`src/rtl/bfs_pkg.sv`:
```
package bfs_pkg;

  typedef enum logic [2:0] {
    ST_LOCK = 3'd0,
    ST_OFF  = 3'd1,
    ST_RUN  = 3'd2,
    ST_OVP  = 3'd3,
    ST_UVP  = 3'd4
  } sup_state_t;

  typedef enum logic [1:0] {
    FC_NONE = 2'b00,
    FC_OVP  = 2'b01,
    FC_UVP  = 2'b10
  } fault_code_t;

  // Deglitch length in system clocks; never below one.
  function automatic int ov_cycles(input longint clk_hz, input longint delay_ns);
    longint c;
    c = (clk_hz / 1000) * delay_ns / 1000000;
    if (c < 1) c = 1;
    return int'(c);
  endfunction

endpackage

```
`src/rtl/bfs_supply_mon.sv`:
```
// Supply acceptance with hysteresis.
module bfs_supply_mon (
  input  logic clk,
  input  logic rst,
  input  logic above_rise,
  input  logic above_fall,
  output logic ok_o
);

  always_ff @(posedge clk) begin
    if (rst) begin
      ok_o <= 1'b0;
    end else if (!ok_o && above_rise) begin
      ok_o <= 1'b1;
    end else if (ok_o && !above_fall) begin
      ok_o <= 1'b0;
    end
  end

endmodule

```
`src/rtl/bfs_ov_deglitch.sv`:
```
// Time deglitch for the over-voltage flag.
module bfs_ov_deglitch #(
  parameter int CYCLES = 500
) (
  input  logic clk,
  input  logic rst,
  input  logic arm,
  input  logic flag,
  output logic hit
);

  localparam int W = $clog2(CYCLES + 1);
  localparam logic [W-1:0] LAST = W'(CYCLES - 1);

  logic [W-1:0] cnt;

  assign hit = arm && flag && (cnt == LAST);

  always_ff @(posedge clk) begin
    if (rst || !arm || !flag) begin
      cnt <= '0;
    end else if (cnt != LAST) begin
      cnt <= cnt + 1'b1;
    end
  end

endmodule

```
`src/rtl/bfs_uv_counter.sv`:
```
// Consecutive switching-tick qualification for under-voltage.
module bfs_uv_counter #(
  parameter int TICKS = 8
) (
  input  logic clk,
  input  logic rst,
  input  logic arm,
  input  logic tick,
  input  logic flag,
  output logic hit
);

  localparam int W = $clog2(TICKS + 1);
  localparam logic [W-1:0] LAST = W'(TICKS - 1);

  logic [W-1:0] cnt;

  assign hit = arm && tick && flag && (cnt == LAST);

  always_ff @(posedge clk) begin
    if (rst || !arm) begin
      cnt <= '0;
    end else if (tick) begin
      if (!flag) begin
        cnt <= '0;
      end else if (cnt != LAST) begin
        cnt <= cnt + 1'b1;
      end
    end
  end

endmodule

```
`src/rtl/buck_fault_supervisor.sv`:
```
module buck_fault_supervisor #(
  parameter longint CLK_HZ      = 100000000,
  parameter longint OV_DELAY_NS = 5000,
  parameter int     UV_TICKS    = 8
) (
  input  logic       clk,
  input  logic       rst,
  input  logic       sw_tick,
  input  logic       fb_over,
  input  logic       fb_under,
  input  logic       vdd_above_rise,
  input  logic       vdd_above_fall,
  input  logic       enable,
  input  logic       pwm_hs_req,
  input  logic       pwm_ls_req,
  output logic       gate_hs,
  output logic       gate_ls,
  output logic       drv_hs_oe,
  output logic       drv_ls_oe,
  output logic       pgood,
  output logic       ss_clear,
  output logic [1:0] fault_code
);
  import bfs_pkg::*;

  localparam int OV_CYCLES = ov_cycles(CLK_HZ, OV_DELAY_NS);

  sup_state_t state_q, state_d;
  logic sup_ok;
  logic ov_hit, uv_hit;
  logic armed;

  assign armed = (state_q == ST_RUN);

  bfs_supply_mon u_sup (
    .clk        (clk),
    .rst        (rst),
    .above_rise (vdd_above_rise),
    .above_fall (vdd_above_fall),
    .ok_o       (sup_ok)
  );

  bfs_ov_deglitch #(.CYCLES(OV_CYCLES)) u_ov (
    .clk  (clk),
    .rst  (rst),
    .arm  (armed),
    .flag (fb_over),
    .hit  (ov_hit)
  );

  bfs_uv_counter #(.TICKS(UV_TICKS)) u_uv (
    .clk  (clk),
    .rst  (rst),
    .arm  (armed),
    .tick (sw_tick),
    .flag (fb_under),
    .hit  (uv_hit)
  );

  // Next-state: lockout first, then latched faults, then enable, then
  // qualification with over-voltage ahead of under-voltage.
  always_comb begin
    state_d = state_q;
    if (!sup_ok) begin
      state_d = ST_LOCK;
    end else if (!enable) begin
      state_d = ST_OFF;
    end else if (state_q == ST_OVP || state_q == ST_UVP) begin
      state_d = state_q;
    end else if (ov_hit) begin
      state_d = ST_OVP;
    end else if (uv_hit) begin
      state_d = ST_UVP;
    end else begin
      state_d = ST_RUN;
    end
  end

  // Registered outputs decoded from the next state.
  always_ff @(posedge clk) begin
    if (rst) begin
      state_q    <= ST_LOCK;
      gate_hs    <= 1'b0;
      gate_ls    <= 1'b0;
      drv_hs_oe  <= 1'b0;
      drv_ls_oe  <= 1'b0;
      pgood      <= 1'b0;
      ss_clear   <= 1'b1;
      fault_code <= FC_NONE;
    end else begin
      state_q <= state_d;
      unique case (state_d)
        ST_RUN: begin
          gate_hs    <= pwm_hs_req;
          gate_ls    <= pwm_ls_req & ~pwm_hs_req;
          drv_hs_oe  <= 1'b1;
          drv_ls_oe  <= 1'b1;
          pgood      <= ~fb_over & ~fb_under;
          ss_clear   <= 1'b0;
          fault_code <= FC_NONE;
        end
        ST_OVP: begin
          gate_hs    <= 1'b0;
          gate_ls    <= 1'b1;
          drv_hs_oe  <= 1'b1;
          drv_ls_oe  <= 1'b1;
          pgood      <= 1'b0;
          ss_clear   <= 1'b1;
          fault_code <= FC_OVP;
        end
        ST_UVP: begin
          gate_hs    <= 1'b0;
          gate_ls    <= 1'b0;
          drv_hs_oe  <= 1'b0;
          drv_ls_oe  <= 1'b0;
          pgood      <= 1'b0;
          ss_clear   <= 1'b1;
          fault_code <= FC_UVP;
        end
        default: begin
          gate_hs    <= 1'b0;
          gate_ls    <= 1'b0;
          drv_hs_oe  <= 1'b0;
          drv_ls_oe  <= 1'b0;
          pgood      <= 1'b0;
          ss_clear   <= 1'b1;
          fault_code <= FC_NONE;
        end
      endcase
    end
  end

endmodule

```
`config.mk`:
```
export PLATFORM = sky130hd
export DESIGN_NAME = buck_fault_supervisor
export DESIGN_NICKNAME = d
export VERILOG_FILES = /design/src/rtl/bfs_pkg.sv /design/src/rtl/bfs_supply_mon.sv /design/src/rtl/bfs_ov_deglitch.sv /design/src/rtl/bfs_uv_counter.sv /design/src/rtl/buck_fault_supervisor.sv
export SDC_FILE = /design/constraint.sdc
export NUM_CORES = 1
export LEC_CHECK = 0
export BUFFER_PORTS_ARGS = -buffer_cell sky130_fd_sc_hd__buf_2
export CAP_MARGIN = 20
export CORE_ASPECT_RATIO = 1.1
export CORE_UTILIZATION = 48
export DETAILED_ROUTE_END_ITERATION = 8
export PLACE_DENSITY = 0.76
export SLEW_MARGIN = 20
export SYNTH_ARGS = -nofsm -noshare
export SYNTH_HDL_FRONTEND = slang
export SYNTH_SLANG_ARGS = --single-unit
```
`constraint.sdc`:
```
create_clock -name clk -period 1.4 [get_ports clk]
set_input_delay 0.07 -clock clk [delete_from_list [all_inputs] [get_ports clk]]
set_output_delay 0.07 -clock clk [all_outputs]
set_load 0.01 [all_outputs]
```
Word-level counts from Yosys, hierarchy flattened:

Cells that the tools add are included.

* bits in registers: 24
* bits of input ports: 10
* output and inout port bits: 8
* word-level logic and storage cells: 60

* add/sub/neg operators: 2
* equality and inequality tests: 11
* muxes and demuxes: 13
* bitwise logic cells: 6
* reductions and logical operators: 18

Operator list (count)
* 3-bit 2-to-1 mux: 5
* 3-bit by 2-bit == test with 1-bit output, second input constant: 4
* 9-bit by 1-bit adder with 9-bit output, second input constant: 1
* 9-bit == test, second input constant: 1
* 9-bit inequality test, second input constant: 1
* 4-bit 2-to-1 mux: 2
* 1-bit logical AND: 7
* 3-bit == test, second input constant: 2
* 4-bit by 1-bit adder with 4-bit output, second input constant: 1
* 4-bit by 3-bit == test with 1-bit output, second input constant: 1
* 1-bit logical NOT: 4
* 1-bit 2-to-1 mux: 4
* 4-bit by 3-bit inequality test with 1-bit output, second input constant: 1
* 1-bit inverter: 4
* 2-bit one-hot mux with 2 select lines: 1
* 2-bit OR reduction: 2
* 1-bit logical OR: 3
* 1-bit AND: 2
* 2-bit by 1-bit inequality test with 1-bit output, second input constant: 1
* 1-bit one-hot mux with 2 select lines: 1
* 2-bit AND reduction: 1
* 2-bit nonzero test: 1

Depth between registers and ports, before layout:

* depth in word-level cells: 12
* depth in mapped cells: 5

Cells and area by module:

From an unflattened synthesis, not the netlist that was laid out.

* cell total of the unflattened synthesis: 110
* area total of the unflattened synthesis: 1038.5 um^2

Modules (own cells, without submodules)
* bfs_ov_deglitch: times used 1, cells an instance 46, area an instance 417.9 um^2, seq. area each 180.2 um^2
* buck_fault_supervisor: times used 1, cells an instance 35, area an instance 369.1 um^2, seq. area each 200.2 um^2
* bfs_uv_counter: times used 1, cells an instance 26, area an instance 217.7 um^2, seq. area each 80.1 um^2
* bfs_supply_mon: times used 1, cells an instance 3, area an instance 33.8 um^2, seq. area each 20.0 um^2

Worst setup path after synthesis:

No wires, ideal clock.

* path kind: flip-flop to flip-flop
* start point: reg u_ov.cnt[0]
* end point: reg fault_code[0]
* data arrival time: 1.360 ns
* path slack: -0.017 ns
* stages on the path, launching flop included: 6
* buffers on the path: 0
* path through: dfxtp_1 > ha_1 > nor2b_1 > or3b_4 > nor3_4 > a21o_1

* cells in the longest elaborated chain, start to end: 8

Ends and longest elaborated chain
* start, declared: line bfs_ov_deglitch.sv:15 `logic [W-1:0] cnt;`
* start signal, assigned: line bfs_ov_deglitch.sv:23 `cnt <= cnt + 1'b1;`
* 9-bit == test *: line bfs_ov_deglitch.sv:17 `assign hit = arm && flag && (cnt == LAST);`
* 1-bit logical AND *: line bfs_ov_deglitch.sv:17
* 3-bit 2-to-1 mux *: line buck_fault_supervisor.sv:70 `end else if (ov_hit) begin`
* 3-bit 2-to-1 mux *: line buck_fault_supervisor.sv:68 `end else if (state_q == ST_OVP || state_q == ST_UVP) begin`
* 3-bit 2-to-1 mux *: line buck_fault_supervisor.sv:66 `end else if (!enable) begin`
* 3-bit 2-to-1 mux *: line buck_fault_supervisor.sv:64 `if (!sup_ok) begin`
* 3-bit == test / 3-bit by 2-bit == test with 1-bit output (equally long branches): line buck_fault_supervisor.sv:92 `unique case (state_d)`
* 2-bit one-hot mux with 2 select lines *: line buck_fault_supervisor.sv:92
* end signal, assigned: line buck_fault_supervisor.sv:89 `fault_code <= FC_NONE;`
* end signal, assigned: line buck_fault_supervisor.sv:100 `fault_code <= FC_NONE;`
* end signal, assigned: line buck_fault_supervisor.sv:109 `fault_code <= FC_OVP;`
* end, declared: line buck_fault_supervisor.sv:22 `output logic [1:0] fault_code`

Mark *: on every way between the ends. The rest lies on a longest branch, timed or not.
A chain may end at the register's enable or synchronous reset.

Worst setup path after layout:

* start point: reg u_ov.cnt[1]
* end point: reg gate_hs

* cells in the longest elaborated chain, start to end: 9

Ends and longest elaborated chain
* 9-bit == test: line bfs_ov_deglitch.sv:17
* 1-bit logical AND: line bfs_ov_deglitch.sv:17
* 3-bit 2-to-1 mux: line buck_fault_supervisor.sv:70
* 3-bit 2-to-1 mux: line buck_fault_supervisor.sv:68
* 3-bit 2-to-1 mux: line buck_fault_supervisor.sv:66
* 3-bit 2-to-1 mux: line buck_fault_supervisor.sv:64
* 3-bit by 2-bit == test with 1-bit output: line buck_fault_supervisor.sv:92
* 1-bit inverter (no source line)
* 2-bit OR reduction (no source line)
* end signal, assigned: line buck_fault_supervisor.sv:94 `gate_hs <= pwm_hs_req;`
* end, declared: line buck_fault_supervisor.sv:16 `output logic gate_hs,`

Every way passes these cells.

==> results.sh <==
export IMPL_r2r_start="u_ov.cnt[1]"
export IMPL_numCtsBuffers=3
export IMPL_synth_edf_count=0
export IMPL_first_global_vias=880
export IMPL_grt_max_degree=14
export IMPL_nFillCells=148
export IMPL_synth_seq_cells=24
export IMPL_stdcell_area_sq_um=1400
export IMPL_final_antenna_net_count=0
export IMPL_post_route_period_util=0.997
export IMPL_h_tree_depth=1
export IMPL_status="finished clean"
export IMPL_ios=18
export IMPL_hp_class="input port to flip-flop"
export IMPL_place_hpwl_mm=1.48
export IMPL_post_place_ws_ns=-0.0503
export IMPL_viasPerCell=5.28
export IMPL_crit_path_end_kind="flip-flop"
export IMPL_rsz0062_at_grt="yes"
export IMPL_port_buffers=17
export IMPL_initial_core_util=0.515
export IMPL_overflow=0
export IMPL_grtUsageTotal=0.203
export IMPL_insertedDiodeCount=0
export IMPL_clk_latency_ns=0.31
export IMPL_p_total_uw=1130
export IMPL_cts_root_buf="clkbuf_4"
export IMPL_drc=0
export IMPL_coreArea_sq_um=2020
export IMPL_dr_first_iter_drc_count=10
export IMPL_crit_type="flip-flop to flip-flop"
export IMPL_setup_violations=0
export IMPL_nets=158
export IMPL_yosysWarnings=0
export IMPL_avgSynthCellArea_sq_um=9.54
export IMPL_cp_arrival_ns=1.62
export IMPL_yosysSeqAreaShare=0.462
export IMPL_period_needed_ns=1.40
export IMPL_relSlewSlack=0.796
export IMPL_fp_dieArea_sq_um=2360
export IMPL_antenna_found_initial=0
export IMPL_chipHeight_microns=50.8
export IMPL_tightest_slew_ns=0.305
export IMPL_syn_to_final_growth_pct=34.7
export IMPL_drive_gt1_frac=0.407
export IMPL_cp_required_ns=1.62
export IMPL_row_count=17
export IMPL_syn_num_nets=121
export IMPL_startpoint_type="flip-flop"
export IMPL_maxSlewViolCount=0
export IMPL_fp_dieW_microns=46.4
export IMPL_clockBufferDepth=2
export IMPL_firstDrtPassIters=4
export IMPL_synth_ff_type="dfxtp_1"
export IMPL_finalWorstSetupSlack_ns=0.00351
export IMPL_leakage_uw=0.000612
export IMPL_fin_skew_ns=0.000932
export IMPL_synth_distinct_cells=34
export IMPL_clkSinkCount=24
export IMPL_wire_per_inst_microns=12.8
export IMPL_vias=914
export IMPL_vdd_ir_drop_max_uv=536
export IMPL_post_dp_cell_area_sq_um=1230
export IMPL_min_from="fb_under"
export IMPL_synthesis_area_sq_um=1040
export IMPL_max_freq_mhz=716
export IMPL_cts_tree="yes"
export IMPL_place_gp_congestion=0.795
export IMPL_cp_max_fo=3
export IMPL_grt_pass1_wl_mm=3.52
export IMPL_async_reset_ff_frac=0
export IMPL_wirelength_mm=2.21
export IMPL_cts_clk_slew_worst_paths_ns=0.13
export IMPL_critPathLaunch="u_ov.cnt[1]"
export IMPL_report_final_hold_viol_count=0
export IMPL_syn_inst=109
export IMPL_power_density_nw_per_um2=809
export IMPL_drv_cap=0
[cells in the mapped netlist, drive strengths merged (2+ instances only)]
cell,count,area [sq um]
a21o,2,15.0
a21oi,3,15.0
a31oi,3,18.8
and3,4,26.3
and3b,2,17.5
dfxtp,24,480
ha,2,25.0
mux2i,2,20.0
nand2,11,41.3
nand2b,4,25.0
nand3,4,20.0
nand3b,2,15.0
nor2,13,48.8
nor2b,5,31.3
nor3,3,26.3
nor3b,4,41.3
or4,2,15.0
xnor2,5,43.8
xor2,2,17.5
[placed cells by master (no fill, tap or decap), types with 3 or more instances in the layout]
cell type	count
nor2b_1	3
nand3_1	4
nand2b_1	4
nand2_1	10
clkbuf_4	3
xnor2_1	5
and3_1	3
nor2_1	13
buf_2	17
dfxtp_1	18
dfxtp_2	6
dlygate4sd3_1	4
buf_4	12
[power by group]
| part | internal [uW] | switching [uW] |
|---|---|---|
| combinational | 38.3 | 37.6 |
| sequential | 690 | 4.54 |
| clock | 159 | 203 |
| total | 887 | 245 |
[worst max-delay path, cell delays in order (launching register included)]
cell and delay, ns:
dfxtp_2 0.38, ha_4 0.13, nor2b_4 0.14, nor3b_4 0.25
a41oi_2 0.20, and3_1 0.21
[timing repair]
item                       in CTS  in global routing
resized for setup               7                 14
setup buffers                   0                  2
hold buffers                    4                  0
hold endpoints to repair        4                  0
pin swaps                       1                  2
setup endpoints to repair       8                 20
[final cells by class]
| type | count | area [sq um] | share of cell area |
|---|---|---|---|
| well taps | 28 | 35.0 | 0.0250 |
| flip-flops and latches | 24 | 488 | 0.349 |
| multi-input cells | 83 | 622 | 0.444 |
| clock buffers | 4 | 36.3 | 0.0259 |
| repair buffers | 33 | 215 | 0.154 |
| inverters | 1 | 3.75 | 0.00268 |
[registers in the layout, summed over array words and instances, names as in the netlist]
name / count
drv_ls_oe: 1
fault_code: 2
gate_hs: 1
gate_ls: 1
pgood: 1
ss_clear: 1
state_q: 3
u_ov.cnt: 9
u_sup.ok_o: 1
u_uv.cnt: 4
[per-layer routing]
metal  wire length [microns]  global-route usage  share of wire  vias to the layer above
li1                        -                   -              -                      456
met4                      27              0.0882          0.012                        0
met1                     922               0.238           0.42                      435
met3                      62              0.0389          0.028                        4
met5                       0                   0              0                        -
met2                    1200               0.345           0.54                       19
[logic make-up after synthesis]
group	share of synthesized area
AO/OA/AOI/OAI	0.0854
XOR/XNOR	0.0590
adder cells (fa/ha/maj)	0.0241
buffers and inverters	0.0108
flip-flops	0.462
multiplexers	0.0193
AND/OR/NAND/NOR	0.339
[worst paths after layout]
path / to / slack, ns / depth (start not counted)
min reg2reg: state_q[0] / 0.53 / 1
max reg2reg: gate_hs / 0.004 / 5
min: u_uv.cnt[2] / 0.05 / 3
max: gate_hs / 0.004 / 5
[stage by stage]
| stage | hold WS, ns | TNS, ns | utilization | std cells |
|---|---|---|---|---|
| 2_1_floorplan | 0.142 | 0 | - | 109 |
| 3_3_place_gp | 0.297 | 0 | 0.609 | 163 |
| 3_5_place_dp | 0.298 | -0.242 | 0.609 | 163 |
| 4_1_cts | 0.0391 | 0 | 0.662 | 171 |
| 5_1_grt | 0.0274 | -0.232 | 0.693 | 173 |
| 6_report | 0.0467 | 0 | 0.693 | 173 |
Note: power is estimated with default switching activity, not from simulation.
